--- src/rtl/reset_gen_pkg.sv ---
package reset_gen_pkg;
  typedef enum logic [1:0] {
    ACC_NONE = 2'd0,
    ACC_CTRL = 2'd1,
    ACC_STAT = 2'd2
  } acc_kind_e;
endpackage

--- src/rtl/rgu_addr_decode.sv ---
module rgu_addr_decode
  import reset_gen_pkg::*;
#(
  parameter int ADDR_W    = 12,
  parameter int NUM_REGS  = 2,
  parameter int CTRL_BASE = 'h100,
  parameter int STAT_BASE = 'h150,
  localparam int IDX_W    = (NUM_REGS > 1) ? $clog2(NUM_REGS) : 1
) (
  input  logic [ADDR_W-1:0] addr_i,
  output acc_kind_e         kind_o,
  output logic [IDX_W-1:0]  idx_o
);
  always_comb begin
    kind_o = ACC_NONE;
    idx_o  = '0;
    for (int k = 0; k < NUM_REGS; k++) begin
      if (addr_i == ADDR_W'(CTRL_BASE + 4 * k)) begin
        kind_o = ACC_CTRL;
        idx_o  = IDX_W'(k);
      end
      if (addr_i == ADDR_W'(STAT_BASE + 4 * k)) begin
        kind_o = ACC_STAT;
        idx_o  = IDX_W'(k);
      end
    end
  end
endmodule

--- src/rtl/rgu_pulse_line.sv ---
module rgu_pulse_line #(
  parameter int PULSE_CYCLES = 4,
  localparam int CNT_W       = $clog2(PULSE_CYCLES + 1)
) (
  input  logic clk_i,
  input  logic rst_ni,
  input  logic set_i,
  output logic active_o
);
  logic [CNT_W-1:0] cnt_q;

  always_ff @(posedge clk_i or negedge rst_ni) begin
    if (!rst_ni)           cnt_q <= '0;
    else if (set_i)        cnt_q <= CNT_W'(PULSE_CYCLES);
    else if (cnt_q != '0)  cnt_q <= cnt_q - 1'b1;
  end

  assign active_o = (cnt_q != '0);
endmodule

--- src/rtl/rgu_held_line.sv ---
module rgu_held_line (
  input  logic clk_i,
  input  logic rst_ni,
  input  logic load_i,
  input  logic val_i,
  output logic active_o
);
  logic q;

  always_ff @(posedge clk_i or negedge rst_ni) begin
    if (!rst_ni)     q <= 1'b0;
    else if (load_i) q <= val_i;
  end

  assign active_o = q;
endmodule

--- src/rtl/reset_gen_unit.sv ---
module reset_gen_unit
  import reset_gen_pkg::*;
#(
  parameter int REG_W        = 32,
  parameter int NUM_REGS     = 2,
  parameter int ADDR_W       = 12,
  parameter int CTRL_BASE    = 'h100,
  parameter int STAT_BASE    = 'h150,
  parameter int PULSE_CYCLES = 4,
  parameter int SYS_LINE     = 0,
  parameter logic [NUM_REGS*REG_W-1:0] HELD_MASK = 64'h0100_0000_0000_1000,
  localparam int NUM_LINES   = NUM_REGS * REG_W,
  localparam int IDX_W       = (NUM_REGS > 1) ? $clog2(NUM_REGS) : 1
) (
  input  logic                 clk_i,
  input  logic                 rst_ni,
  input  logic [ADDR_W-1:0]    addr_i,
  input  logic                 we_i,
  input  logic [REG_W-1:0]     wdata_i,
  output logic [REG_W-1:0]     rdata_o,
  output logic [NUM_LINES-1:0] rst_lines_o,
  output logic                 sys_rst_req_o
);
  acc_kind_e           kind;
  logic [IDX_W-1:0]    idx;
  logic [NUM_REGS-1:0] ctrl_we;
  logic [REG_W-1:0]    grp [NUM_REGS];

  rgu_addr_decode #(
    .ADDR_W   (ADDR_W),
    .NUM_REGS (NUM_REGS),
    .CTRL_BASE(CTRL_BASE),
    .STAT_BASE(STAT_BASE)
  ) u_dec (
    .addr_i(addr_i),
    .kind_o(kind),
    .idx_o (idx)
  );

  always_comb begin
    for (int k = 0; k < NUM_REGS; k++)
      ctrl_we[k] = we_i && (kind == ACC_CTRL) && (idx == IDX_W'(k));
  end

  for (genvar n = 0; n < NUM_LINES; n++) begin : g_line
    localparam int RK = n / REG_W;
    localparam int RB = n % REG_W;
    if (HELD_MASK[n]) begin : g_held
      rgu_held_line u_line (
        .clk_i   (clk_i),
        .rst_ni  (rst_ni),
        .load_i  (ctrl_we[RK]),
        .val_i   (wdata_i[RB]),
        .active_o(rst_lines_o[n])
      );
    end else begin : g_pulse
      rgu_pulse_line #(.PULSE_CYCLES(PULSE_CYCLES)) u_line (
        .clk_i   (clk_i),
        .rst_ni  (rst_ni),
        .set_i   (ctrl_we[RK] & wdata_i[RB]),
        .active_o(rst_lines_o[n])
      );
    end
  end

  for (genvar k = 0; k < NUM_REGS; k++) begin : g_grp
    assign grp[k] = rst_lines_o[k*REG_W +: REG_W];
  end

  // status view is the inverted line state
  always_comb begin
    unique case (kind)
      ACC_CTRL: rdata_o = grp[idx];
      ACC_STAT: rdata_o = ~grp[idx];
      default:  rdata_o = '0;
    endcase
  end

  assign sys_rst_req_o = rst_lines_o[SYS_LINE];
endmodule

--- config.mk ---
export PLATFORM = sky130hd
export DESIGN_NAME = reset_gen_unit
export DESIGN_NICKNAME = d
export VERILOG_FILES = /design/src/rtl/reset_gen_pkg.sv /design/src/rtl/rgu_addr_decode.sv /design/src/rtl/rgu_pulse_line.sv /design/src/rtl/rgu_held_line.sv /design/src/rtl/reset_gen_unit.sv
export SDC_FILE = /design/constraint.sdc
export NUM_CORES = 1
export LEC_CHECK = 0
export BUFFER_PORTS_ARGS = -buffer_cell sky130_fd_sc_hd__clkbuf_2
export CORE_UTILIZATION = 45
export CTS_BUF_LIST = sky130_fd_sc_hd__clkbuf_16
export DETAILED_ROUTE_END_ITERATION = 10
export GPL_TIMING_DRIVEN = 1
export HOLD_SLACK_MARGIN = 0.05
export PLACE_DENSITY = 0.7
export SYNTH_ARGS = -nofsm -noshare
export SYNTH_HDL_FRONTEND = slang
export SYNTH_SLANG_ARGS = --single-unit
--- constraint.sdc ---
create_clock -name clk_i -period 5.1 [get_ports clk_i]
set_input_delay 1.02 -clock clk_i [delete_from_list [all_inputs] [get_ports clk_i]]
set_output_delay 1.02 -clock clk_i [all_outputs]
set_load 0.01 [all_outputs]
==> impl.org, run 1 <==
** Timing
- Across all setup checks in the final design, the least slack found is 1170 ps.
- Number of setup violations in the final report :: 0
- Top achievable clock speed :: roughly 250 MHz
- Transition time at the pin with the least slew margin :: about 870 ps
- Max-slew headroom at the worst pin :: 0.420
- Hold slack final :: 516 ps
- Clock skew after layout :: around 9.4 ps
- Counting I/O delays and the setup requirement, the final critical path takes a little under 4000 ps.
- The number of slew-limit violations in the final report was 0.
- The count of final hold-check violations came to 0.
- Adding up every negative setup slack in the final design gives 0 ps.
- Setup repair after global routing left no endpoint under its margin.
- Final critical-path share of the clock period :: 0.770

** Setup path
- The cell family contributing the most delay on the critical path is simple AND/OR/NAND/NOR gates.
- Worst r2r path cells :: 6
- Setup slack on the worst reg-to-reg path comes out at ~3600 ps.
- R2R Path Start :: g_line[37].g_pulse.u_line.cnt_q[0]$_DFFE_PN0P_
- Counting both buffers and inverters, the worst setup path holds a total of 3.
- Capture point of the worst reg-to-reg path :: g_line[37].g_pulse.u_line.cnt_q[1]$_DFFE_PN0P_
- Type of destination of the critical path :: primary output
- The most critical setup path has its startpoint at addr_i[9].
- Data arrives at the worst endpoint at slightly below 3000 ps.
- Number of logic stages on the critical path including buffering :: 6
- The largest single stage delay on the critical path is 720 ps.
- The worst setup path is launched from a primary input.
- The critical path goes through clkbuf_2 > nor3b_1 > nand3_2 > buf_4 > mux2i_1 > clkbuf_2.
- Critical setup path kind :: in -> out
- Required arrival time at the worst endpoint :: 4080 ps
- Cell occurring most often along the worst timing path :: sky130_fd_sc_hd__clkbuf_2
- Following the worst setup path forward leads to its endpoint at rdata_o[24].
- Critical path peak fanout :: 24
- Among all stages on the critical path, the largest delay is contributed by sky130_fd_sc_hd__nor3b_1.

** Clock tree
- Clock tree synthesis inserted a total of 17 buffers.
- Number of hold buffers added after CTS :: 0
- Counting every sink on the clock net gives about 190.
- Buffer levels on the longest clock path :: 2
- TritonCTS built the clock tree.
- CTS clock-pin slew for the worst setup and hold paths :: around 60 ps
- Count of cells resized by post-cts repair :: 0
- At the later pin of the worst-skew pair, clock insertion delay measures between 400 and 500 ps.
- The tree is rooted in a sky130_fd_sc_hd__clkbuf_16.
- After clock tree synthesis, the setup repair step added 0 buffers.
- Number of levels the H-tree was split into :: 4

** Floorplanning
- The floorplan has 58 rows.
- Chip height :: roughly 160 um
- ~140 I/O pins were placed.
- Effective utilization at floorplan :: 0.464
- The floorplan step defined a core boundary enclosing roughly 25000 sq um.
- Area of the die :: 26800 sq um
- The die is roughly 160 um wide.

** Placed design
- Port Buffers :: ~140
- Before CTS, the worst setup slack after placement is about 1000 ps.
- At the end of routability-driven placement, the weighted congestion stood at between 0.7 and 0.8.
- Summed over all nets, the half-perimeter wirelength after detailed placement is 16000 um.

** Logic synthesis
- Number of enable-type register cells in the synthesized netlist :: 0
- In the post-synthesis netlist, the biggest area contributors are sky130_fd_sc_hd__dfrtp_1 (40%), sky130_fd_sc_hd__ha_1 (13%), sky130_fd_sc_hd__mux2i_1 (10%), sky130_fd_sc_hd__a21oi_1 (8.0%), sky130_fd_sc_hd__inv_1 (6.0%).
- Cell type contributing the most total cell area after synthesis :: sky130_fd_sc_hd__dfrtp_1
- Most common library cells after synthesis :: sky130_fd_sc_hd__a21oi_1 (189), sky130_fd_sc_hd__inv_1 (189), sky130_fd_sc_hd__dfrtp_1 (188)
- The share of synthesized area in the top cell type comes to 0.399.
- Cell count after synthesis :: roughly 1300
- Mux share of post-synthesis cell area :: 0.105
- The number of different library cells used by synthesis comes to 26.
- The most used flip-flop cell after synthesis is sky130_fd_sc_hd__dfrtp_1.
- Largest family of logic cells by synthesized area :: adder cells
- Synthesis inferred 188 register bits.
- Of the total synthesized cell area, the portion taken by XOR and XNOR cells is 0.0461.
- Of the total synthesized cell area, the portion taken by full adders, half adders and majority gates is 0.132.
- The share of the synthesized area in compound gates (AO/OA/AOI/OAI) came to 0.0816.
- Async S/R FF share, synth :: 1.00
- Combined area of all synthesized cells :: roughly 12000 sq um
- Synthesized netlist net count :: approximately 1500
- Of the total synthesized cell area, the portion taken by AND, OR, NAND and NOR gates is 0.123.
- Seq/Total Area, Yosys :: 0.399
- For this run, the number of Yosys warnings is 0.
- Averaged over all synthesized cells, the footprint is ~9.1 sq um.

** Power
- The worst-case IR drop observed on VDD is ~260 uV.
- Pwr per Cell Area :: between 600 and 700 nW/um^2
- In this run the static leakage power is 6.76 nW.
- The completed layout was analyzed and its total power is 8.28 mW.

** Routing
- For this block, the initial DRC count from the detailed router was 362.
- The detailed router placed 8328 vias in this run.
- Summed over all layers, the routed wires come to between 20000 and 25000 um.
- The highest layer touched by signal routing is met4.
- Post-detailed-route wirelength per cell :: about 13 um
- The routed design uses 11000 um of met2 wire.
- In the routed design, unresolved DRC markers number 0.
- Detailed-router iteration count before antenna repair :: 4
- DRT met1 WL :: a little over 10000 um
- The count of nets left with antenna violations once routing finished came out at 0.
- Dividing the detail-routed via count by the number of cells gives around 4.8.
- Summed over all nets, wire length on met3 after detailed routing comes to 856 um.

** Worst hold path
- Hold depth :: 2
- Type of the most critical hold path :: reg -> reg

** Layout
- Post-synthesis to final-layout area growth :: 9.86%
- Measured on the finished design, the core utilization comes to 0.509.
- Fin nets :: about 1500
- Share of post-route cells with drive strength above 1 :: 0.138

** Global route
- The number of antenna violations at the first check in global routing came to 1.
- Total grt overflow :: 0
- The first global-routing pass estimated around 38000 um of wire.
- Entering global routing, the biggest net connects 78 pins.
- Total global-route track usage :: 0.179
- Number of global-route vias before repair :: just over 8000

** Status
- The flow ran to the end, and the final reports show no timing, DRC or antenna violations.

** Flow run
- The tool flagged a number of max-cap violations equal to 0.
==> per-layer routing <==
| metal | global-route usage | vias to the layer above |
|---|---|---|
| met5 | 0 | - |
| met4 | 0.0556 | 0 |
| met3 | 0.0348 | 19 |
| met2 | 0.318 | 125 |
| met1 | 0.218 | 3982 |
| li1 | - | 4202 |
==> logic make-up after synthesis <==
logic type / Yosys count
fa+ha+maj: 124
mux: 123
compound gates: 192
simple gates: 323
flops: 188
buf+inv: 282
xor+xnor: 62
==> where the power goes <==
part	leakage [nW]	internal, mW	switching [mW]
logic	4.26	1.95	2.38
registers	2.24	2.31	0.371
clock network	0.268	0.672	0.600
==> metrics by stage <==
step                      instance area, sq um  cells
after floorplan                          11800   1294
after global placement                   12400   1685
after detailed placement                 12400   1685
after CTS                                12900   1717
after global routing                     12900   1718
final                                    12900   1718
==> placed cells by master (no fill, tap or decap), drive strengths merged <==
cell type,synthesis,layout
nand2b,2,2
ha,124,124
nor3,5,5
nor3b,1,1
or4bb,1,1
clkinv,0,8
and2,1,1
a21oi,189,189
or3b,1,1
nor4,2,2
clkbuf,6,159
xnor2,62,62
nand3,2,2
bufinv,0,1
mux2,2,2
clkinvlp,0,2
inv,189,193
or4b,1,1
or2,1,1
buf,87,12
diode,0,1
nand2,126,126
nor2b,60,60
dfrtp,188,188
mux2i,121,121
o21ai,3,3
nor2,119,119
or4,1,1
==> final cells by class <==
class | instances | area (sq um)
multi-input combinational | 824 | 5760
sequential | 188 | 4700
antenna | 1 | 2.50
tap | 330 | 413
fill | 2409 | 12500
timing repair buffer | 154 | 805
clock buffer | 17 | 425
clock inverter | 15 | 123
inverter | 189 | 709
==> tightest hold or removal path, delay by kind of cell (launching register included) <==
family,cells,cell delay (ps)
flops,1,360
mux,1,70
simple gates,1,50
==> worst min-delay path by stage <==
stage / from / slack, ps / end
CTS: g_line[30].g_pulse.u_line.cnt_q[2]$_DFFE_PN0P_ / 520 / g_line[30].g_pulse.u_line.cnt_q[2]$_DFFE_PN0P_
global route: g_line[30].g_pulse.u_line.cnt_q[2]$_DFFE_PN0P_ / 530 / g_line[30].g_pulse.u_line.cnt_q[2]$_DFFE_PN0P_
floorplan: g_line[24].g_pulse.u_line.cnt_q[2]$_DFFE_PN0P_ / 470 / g_line[24].g_pulse.u_line.cnt_q[2]$_DFFE_PN0P_
detailed placement: g_line[43].g_pulse.u_line.cnt_q[2]$_DFFE_PN0P_ / 500 / g_line[43].g_pulse.u_line.cnt_q[2]$_DFFE_PN0P_
global placement: g_line[28].g_pulse.u_line.cnt_q[2]$_DFFE_PN0P_ / 490 / g_line[28].g_pulse.u_line.cnt_q[2]$_DFFE_PN0P_
finish: g_line[24].g_pulse.u_line.cnt_q[2]$_DFFE_PN0P_ / 520 / g_line[24].g_pulse.u_line.cnt_q[2]$_DFFE_PN0P_
==> flip-flops by register name, summed over array words and instances (netlist names) <==
register / count
g_line.g_pulse.u_line.cnt_q: 186
g_line.g_held.u_line.active_o: 2
Note: power is estimated with default switching activity, not from simulation.
==> run 2: changes to the inputs <==
--- a/config.mk
+++ b/config.mk
@@ -5,13 +5,14 @@
 export SDC_FILE = /design/constraint.sdc
 export NUM_CORES = 1
 export LEC_CHECK = 0
+export ABC_AREA = 1
 export BUFFER_PORTS_ARGS = -buffer_cell sky130_fd_sc_hd__clkbuf_2
 export CORE_UTILIZATION = 45
 export CTS_BUF_LIST = sky130_fd_sc_hd__clkbuf_16
 export DETAILED_ROUTE_END_ITERATION = 10
 export GPL_TIMING_DRIVEN = 1
 export HOLD_SLACK_MARGIN = 0.05
-export PLACE_DENSITY = 0.7
+export PLACE_DENSITY = 0.72
 export SYNTH_ARGS = -nofsm -noshare
 export SYNTH_HDL_FRONTEND = slang
 export SYNTH_SLANG_ARGS = --single-unit
==> constraint.sdc (replaced) <==
create_clock -name clk_i -period 3.51 [get_ports clk_i]
set_input_delay 0.702 -clock clk_i [delete_from_list [all_inputs] [get_ports clk_i]]
set_output_delay 0.702 -clock clk_i [all_outputs]
set_load 0.01 [all_outputs]
==> impl.org, run 2 <==
** Placed design
- Port Buffers :: around 140
- Routability-driven placement finished with a final weighted congestion of between 0.7 and 0.8.
- Summed over all nets, the half-perimeter wirelength after detailed placement is ~19000 um.
- At the placement stage, the worst setup path has a slack of between 500 and 600 ps.

** Timing
- Final critical-path share of the clock period :: 0.832
- Setup repair after global routing left no endpoint under its margin.
- Top achievable clock speed :: 343 MHz
- Setup slack on the critical path of the routed design comes to around 590 ps.
- Clock skew after layout :: roughly 12 ps
- Max-slew headroom at the worst pin :: 0.423
- Number of setup violations in the final report :: 0
- The count of final hold-check violations is 0.
- The number of slew-limit violations in the final report was 0.
- Transition time at the pin with the least slew margin :: slightly below 900 ps
- Adding up every negative setup slack in the final design gives 0 ps.
- The smallest clock period supported by the final layout is computed as 2920 ps.

** Clock tree
- Counting along the longest clock path gives a buffer depth of 2.
- Once the clock tree was built, the resizer swapped 0 gates to a different size.
- TritonCTS created 17 clock buffers.
- Clock latency at the later pin of the worst-skew pair :: around 430 ps
- After clock tree synthesis, the clock-pin slew on the worst setup and hold paths is around 70 ps.
- Number of levels the H-tree was split into :: 4
- Master cell of the clock root buffer :: sky130_fd_sc_hd__clkbuf_16
- In this run the post-CTS setup repair buffer count came out at 0.
- TritonCTS built the clock tree.
- The number of hold buffers added after CTS was 0.
- Clock sink total :: ~190

** Power
- IR analysis of the VDD net gives a maximum drop of between 400 and 500 uV.
- Dividing total power by cell area gives a power density of 922 nW/um^2.
- For this design the static power due to leakage is approximately 8 nW.

** Floorplanning
- The floorplan step set the die width to about 170 um.
- I/O pin count :: between 100 and 150
- In this run the vertical extent of the chip is 172 um.
- The initial utilization of the core area, before any placement, comes to 0.462.
- The core region is approximately 28000 sq um.
- In this run the core area contains a little over 60 standard-cell rows.
- The die covers 29400 sq um.

** Global route
- Wire length of the first global-routing pass :: around 47000 um
- Initial antenna violation count :: 0
- In the global route stage, overall resource usage came out at 0.201.
- Total grt overflow :: 0
- Maximum number of pins on one net before global-route repair :: 80
- Number of global-route vias before repair :: between 10000 and 15000

** Logic synthesis
- Yosys attributes the largest share of cell area to sky130_fd_sc_hd__dfrtp_1 (36%), sky130_fd_sc_hd__ha_1 (12%), sky130_fd_sc_hd__inv_1 (11%), sky130_fd_sc_hd__nand2_1 (6.5%), sky130_fd_sc_hd__nand3_1 (6.3%).
- sky130_fd_sc_hd__inv_1 is the most common cell in the netlist.
- Of the synthesized area, sequential elements account for 0.364.
- Seq cells post-synth :: about 190
- Cell type contributing the most total cell area after synthesis :: sky130_fd_sc_hd__dfrtp_1
- Synthesis produced a netlist whose cell count is between 1500 and 2000.
- Async S/R FF share, synth :: 1.00
- The mapped netlist covers around 13000 sq um.
- Most common library cells after synthesis :: sky130_fd_sc_hd__inv_1 (385), sky130_fd_sc_hd__nand2_1 (224), sky130_fd_sc_hd__dfrtp_1 (188)
- Averaged over all synthesized cells, the footprint is 7.80 sq um.
- During synthesis, Yosys emitted a total of 0 warnings.
- Yosys mapped a number of flops with a built-in enable equal to 0.
- The number of different library cells used by synthesis comes to 24.
- Most common flop cell mapped by yosys :: sky130_fd_sc_hd__dfrtp_1
- Synthesized netlist net count :: approximately 1800
- Area share of the leading cell type in the synthesized netlist :: 0.364

** Layout
- Most common cell after layout, fill and taps aside :: sky130_fd_sc_hd__inv_1
- The number of antenna diodes in the final layout is 0.
- Share of post-route cells with drive strength above 1 :: 0.158
- Register containing the most flip-flops in the final layout :: g_line.g_pulse.u_line.cnt_q
- The register with the most flip-flops in the layout has ~190 of them.
- Fin nets :: 1903
- Post-synthesis to final-layout area growth :: 9.56%
- Leading cell types in the layout, fill and taps excluded :: sky130_fd_sc_hd__inv_1 (385), sky130_fd_sc_hd__nand2_1 (223), sky130_fd_sc_hd__dfrtp_1 (188), sky130_fd_sc_hd__nand3_1 (162), sky130_fd_sc_hd__nor2_1 (156)

** Setup path
- In this run the worst path has a maximum fanout of 40.
- STA puts the critical path data required time at between 2000 and 3000 ps.
- The critical path in this run is classified as in -> out.
- STA puts the critical path data arrival time at ~2200 ps.
- The worst setup path is launched from a primary input.
- The worst setup path is captured at a primary output.

** Status
- The run finished with clean final reports.

** Routing
- Summed over all nets, wire length on met2 after detailed routing comes to 13600 um.
- Total length of routed met3 wires :: 1310 um
- Dividing the detail-routed wire length by the instance count gives about 13 um.
- DRC errors left :: 0
- The final layout contains routed wiring with a total length of 27700 um.
- Using the TritonRoute via totals, the vias-per-cell ratio works out to between 4 and 5.
- Before antenna repair, the detailed router went through 5 iterations.
- Number of nets still failing antenna checks after routing :: 0
- Summing over every cut layer, the via total after detailed routing is about 10000.
- The detailed router finished its first iteration with 606 violations.
- In the final routing, the length of wire on met1 measures between 10000 and 15000 um.
- After detailed routing, no signal wire sits above met4.

** Worst hold path
- In this run the worst hold path is classified as in -> async.

** Flow run
- Maximum capacitance violations :: 0
## run 2: final cells by class
| cell class | count | area [sq um] |
|---|---|---|
| Clock buffer | 17 | 425 |
| Clock inverter | 15 | 176 |
| Fill cell | 2682 | 13800 |
| Inverter | 389 | 1460 |
| Multi-Input combinational cell | 976 | 6040 |
| Sequential cell | 188 | 4700 |
| Tap cell | 378 | 473 |
| Timing Repair Buffer | 160 | 890 |
## run 2: path summary, 6_finish.rpt
path,start,end,slack [ps],cells past startpoint
min in group clk_i,wdata_i[24],g_line[56].g_held.u_line.active_o$_DFFE_PN0N_,570,3
min,rst_ni,g_line[33].g_pulse.u_line.cnt_q[2]$_DFFE_PN0P_,290,1
max,addr_i[9],rdata_o[7],590,12
max in group asynchronous,rst_ni,g_line[13].g_pulse.u_line.cnt_q[1]$_DFFE_PN0P_,2360,2
max reg2reg,g_line[62].g_pulse.u_line.cnt_q[1]$_DFFE_PN0P_,g_line[62].g_pulse.u_line.cnt_q[1]$_DFFE_PN0P_,2190,7
min reg2reg,g_line[56].g_held.u_line.active_o$_DFFE_PN0N_,g_line[56].g_held.u_line.active_o$_DFFE_PN0N_,570,2
## run 2: logic make-up after synthesis
family,Yosys count,share of synthesized area
simple gates,602,0.205
xor+xnor,101,0.0684
flops,188,0.364
compound gates,149,0.0729
buf+inv,494,0.170
fa+ha+maj,124,0.120
## run 2: through the flow
step	cell area [sq um]	utilization	total power, mW	hold WS, ps	std cells
floorplan	12900	-	9.78	406	1658
global placement	13600	0.484	10.7	541	2091
detailed placement	13600	0.484	11.1	553	2091
CTS	14200	0.506	13.2	322	2123
global route	14200	0.506	14.6	347	2123
finish	14200	0.506	13.1	285	2123
## run 2: layer usage
layer,track usage,vias up
met3,0.0364,33
met5,0,-
li1,-,5106
met1,0.249,4677
met2,0.354,233
met4,0.0567,0
## run 2: where the power goes
part	total [mW]	leakage [nW]	internal [mW]	switching [mW]
clock	2.02	0.289	1.08	0.943
sequential	3.84	2.26	3.36	0.484
combinational	7.20	5.57	3.03	4.17
## run 2: worst max-delay path: stages
cell	delay, ps
sky130_fd_sc_hd__clkbuf_2	90
sky130_fd_sc_hd__inv_2	30
sky130_fd_sc_hd__nand2_1	40
sky130_fd_sc_hd__nor2_2	190
sky130_fd_sc_hd__nand2_1	130
sky130_fd_sc_hd__nand2_2	100
sky130_fd_sc_hd__buf_4	410
sky130_fd_sc_hd__nand3_1	140
sky130_fd_sc_hd__nand3_1	120
sky130_fd_sc_hd__nand2_1	70
sky130_fd_sc_hd__inv_1	60
sky130_fd_sc_hd__clkbuf_2	120
==> run 3: changes to the inputs <==
==> constraint.sdc (replaced) <==
create_clock -name clk_i -period 2.55 [get_ports clk_i]
set_input_delay 0.51 -clock clk_i [delete_from_list [all_inputs] [get_ports clk_i]]
set_output_delay 0.51 -clock clk_i [all_outputs]
set_load 0.01 [all_outputs]
==> impl.org, run 3 (same netlist as run 2, synthesis figures left out) <==
** Power
- Internal cell power :: around 10 mW
- For this design the total switching power over the nets is between 7 and 8 mW.
- Of the total power, the clock network draws 0.150.
- Worst vdd rail ir drop :: between 500 and 600 uV
- Switching share of power :: 0.429
- For this design the ratio of total power to cell area is between 1000 and 1500 nW/um^2.
- In this run the static leakage power is ~8 nW.
- The share of total power dissipated in combinational logic is 0.554.
- The share of total power dissipated in sequential elements is 0.296.

** Routing
- Initial DRC Count :: roughly 580
- Using the TritonRoute via totals, the vias-per-cell ratio works out to 4.72.
- In this run the remaining antenna-violating nets after routing total 0.
- Post-detailed-route wirelength per cell :: between 10 and 15 um
- The final layout contains routed wiring with a total length of 27100 um.
- Before antenna repair, the detailed router went through 5 iterations.
- Via Count :: about 10000
- DRC errors left :: 0

** Floorplanning
- I/O pin count :: 144
- In this run the horizontal extent of the chip is approximately 170 um.
- From bottom edge to top edge, the die measures roughly 170 um.
- The die covers between 20000 and 30000 sq um.
- The total area inside the core boundary comes to ~28000 sq um.
- Effective utilization at floorplan :: 0.462
- The floorplan has around 60 rows.

** Clock tree
- CTS clock-pin slew for the worst setup and hold paths :: approximately 70 ps
- Counting the buffers created by CTS gives 17.
- The clock drives 188 sinks.
- The later pin in the worst-skew pair is clocked with a latency of roughly 450 ps.
- The tree is rooted in a sky130_fd_sc_hd__clkbuf_16.
- Number of levels the H-tree was split into :: 4
- The number of setup buffers added after CTS is 0.
- TritonCTS built the clock tree.
- Counting along the longest clock path gives a buffer depth of 2.

** Global route
- In the global route stage, overall resource usage came out at 0.193.
- For this run the aggregate overflow at the end of global routing stands at 0.
- Entering global routing, the biggest net connects 65 pins.
- The number of antenna violations at the first check in global routing is 0.
- The number of global-route vias before repair was roughly 9500.
- The first global-routing pass estimated 44900 um of wire.

** Layout
- The layout has around 2700 filler cells.
- Sequential cell area in the final layout :: approximately 4700 sq um
- Leaving out filler cells and counting taps, the final layout contains approximately 2100.
- Ranked by flip-flop count, first place goes to g_line.g_pulse.u_line.cnt_q.
- After the last flow step, the layout net total stands at ~1900.
- 0 antenna diodes ended up in the layout.
- Share of post-route cells with drive strength above 1 :: 0.159
- Largest register FFs :: around 190
- Leading cell types in the layout, fill and taps excluded :: sky130_fd_sc_hd__inv_1 (385), sky130_fd_sc_hd__nand2_1 (223), sky130_fd_sc_hd__dfrtp_1 (188), sky130_fd_sc_hd__nand3_1 (162), sky130_fd_sc_hd__nor2_1 (156)
- Most common cell after layout, fill and taps aside :: sky130_fd_sc_hd__inv_1
- Area taken by multi-input logic gates :: between 6000 and 7000 sq um
- Post-synthesis to final-layout area growth :: 10.2%

** Status
- Result of the run :: complete, no violations

** Timing
- Hold Vio Cnt, Final :: 0
- The tightest hold path in the finished design has a slack of 355 ps.
- Setup repair after global routing missed its margin :: false
- Transition time at the pin with the least slew margin :: 452 ps
- Headroom to the max-slew limit came out at 0.698.
- Number of setup violations in the final report :: 0
- Between clock sinks in the finished design, the worst skew comes to ~11 ps.
- Final critical-path share of the clock period :: 0.931
- The number of slew-limit violations in the final report was 0.
- Post-layout min period :: roughly 2400 ps
- Top achievable clock speed :: 421 MHz
- Adding up every negative setup slack in the final design gives 0 ps.

** Flow run
- The tool flagged a number of max-cap violations equal to 0.

** Placed design
- Once placement completed, the tool counted placed cells totaling between 2000 and 2500.
- The congestion estimate from routability-driven global placement came to approximately 0.76.
- Input and output buffers added on the ports amount to 143.
- After legalization and detailed placement, the total HPWL measured approximately 19000 um.

** Setup path
- Critical path peak fanout :: 20
- Type of destination of the critical path :: primary output
- Critical setup path kind :: in -> out
- Internal reg-to-reg setup slack :: between 1000 and 1500 ps
- In this run the worst setup path begins at addr_i[9].
- Capture point of the worst reg-to-reg path :: g_line[0].g_pulse.u_line.cnt_q[1]$_DFFE_PN0P_
- Data on the critical path is required at its endpoint by between 2000 and 2500 ps.
- The worst register-to-register path has a depth of 8.
- Startpoint type of the worst setup path :: primary input
- The worst register-to-register path begins at g_line[0].g_pulse.u_line.cnt_q[0]$_DFFE_PN0P_.
- Arrival time at the worst endpoint :: about 1900 ps

** Worst hold path
- Counting instances, the worst hold path has a depth of 3.
- Type of the most critical hold path :: in -> reg
- Hold path endpoint :: g_line[12].g_held.u_line.active_o$_DFFE_PN0N_
- The worst hold path begins at wdata_i[12].
==> run 3: cell types whose count changed in the layout (fill, tap and decap cells not counted) <==
cell / change
sky130_fd_sc_hd__inv_6: +5
sky130_fd_sc_hd__inv_8: -2
sky130_fd_sc_hd__buf_12: +5
sky130_fd_sc_hd__clkinvlp_4: -2
sky130_fd_sc_hd__clkinv_4: -1
sky130_fd_sc_hd__dlygate4sd3_1: +1
sky130_fd_sc_hd__buf_6: +1
sky130_fd_sc_hd__bufinv_16: -1
sky130_fd_sc_hd__buf_4: -2
sky130_fd_sc_hd__clkinv_1: +1
==> run 3: worst max-delay path, cell delays in order <==
cell	delay (ps)
sky130_fd_sc_hd__clkbuf_2	90
sky130_fd_sc_hd__inv_2	30
sky130_fd_sc_hd__nand2_1	50
sky130_fd_sc_hd__nor2_2	190
sky130_fd_sc_hd__nand2_1	120
sky130_fd_sc_hd__nand2_2	130
sky130_fd_sc_hd__buf_4	270
sky130_fd_sc_hd__nand3_1	120
sky130_fd_sc_hd__nand3_1	120
sky130_fd_sc_hd__nand2_1	60
sky130_fd_sc_hd__inv_1	50
sky130_fd_sc_hd__clkbuf_2	120
==> run 3: worst max path at each step <==
stage	endpoint	slack, ps	depth (start not counted)
floorplan	rdata_o[10]	590	10
global placement	rdata_o[6]	180	10
detailed placement	rdata_o[30]	150	10
CTS	rdata_o[30]	150	10
global route	rdata_o[30]	10	12
finish	rdata_o[6]	180	12
==> run 3: area by class of cell <==
class                           instances  share of cell area
Clock inverter                         15              0.0104
Inverter                              389               0.103
Sequential cell                       188               0.330
Tap cell                              378              0.0332
Clock buffer                           17              0.0299
Multi-Input combinational cell        976               0.424
Timing Repair Buffer                  165              0.0699
==> run 3: timing repair <==
action / 4_1_cts / 5_1_grt
resized for setup: 0 / 1
endpoints found under the hold margin: 44 / 0
endpoints found under the setup margin: 0 / 1
hold buffers: 1 / 0
==> run 3: power by group through the flow <==
stage / combinational, mW / sequential, mW / clock (mW)
2_1_floorplan: 8.28 / 5.18 / 0
3_3_place_gp: 9.48 / 5.27 / 0
3_5_place_dp: 9.86 / 5.33 / 0
4_1_cts: 9.99 / 5.27 / 2.75
5_1_grt: 11.5 / 5.43 / 2.86
6_report: 9.88 / 5.27 / 2.68
==> run 3: routing by layer <==
layer	global-route usage	vias to the layer above	share of wire
li1	-	5115	-
met1	0.245	4655	0.45
met2	0.332	236	0.49
met3	0.0350	37	0.051
met4	0.0594	0	0.017
met5	0	-	0
==> run 3: stage by stage <==
| stage | total power [mW] | setup WS [ps] | instance area (sq um) | util |
|---|---|---|---|---|
| 2_1_floorplan | 13.5 | 590 | 12900 | - |
| 3_3_place_gp | 14.8 | 179 | 13700 | 0.488 |
| 3_5_place_dp | 15.2 | 153 | 13700 | 0.488 |
| 4_1_cts | 18.0 | 146 | 14200 | 0.508 |
| 5_1_grt | 19.8 | 14.8 | 14200 | 0.508 |
| 6_report | 17.8 | 176 | 14200 | 0.508 |
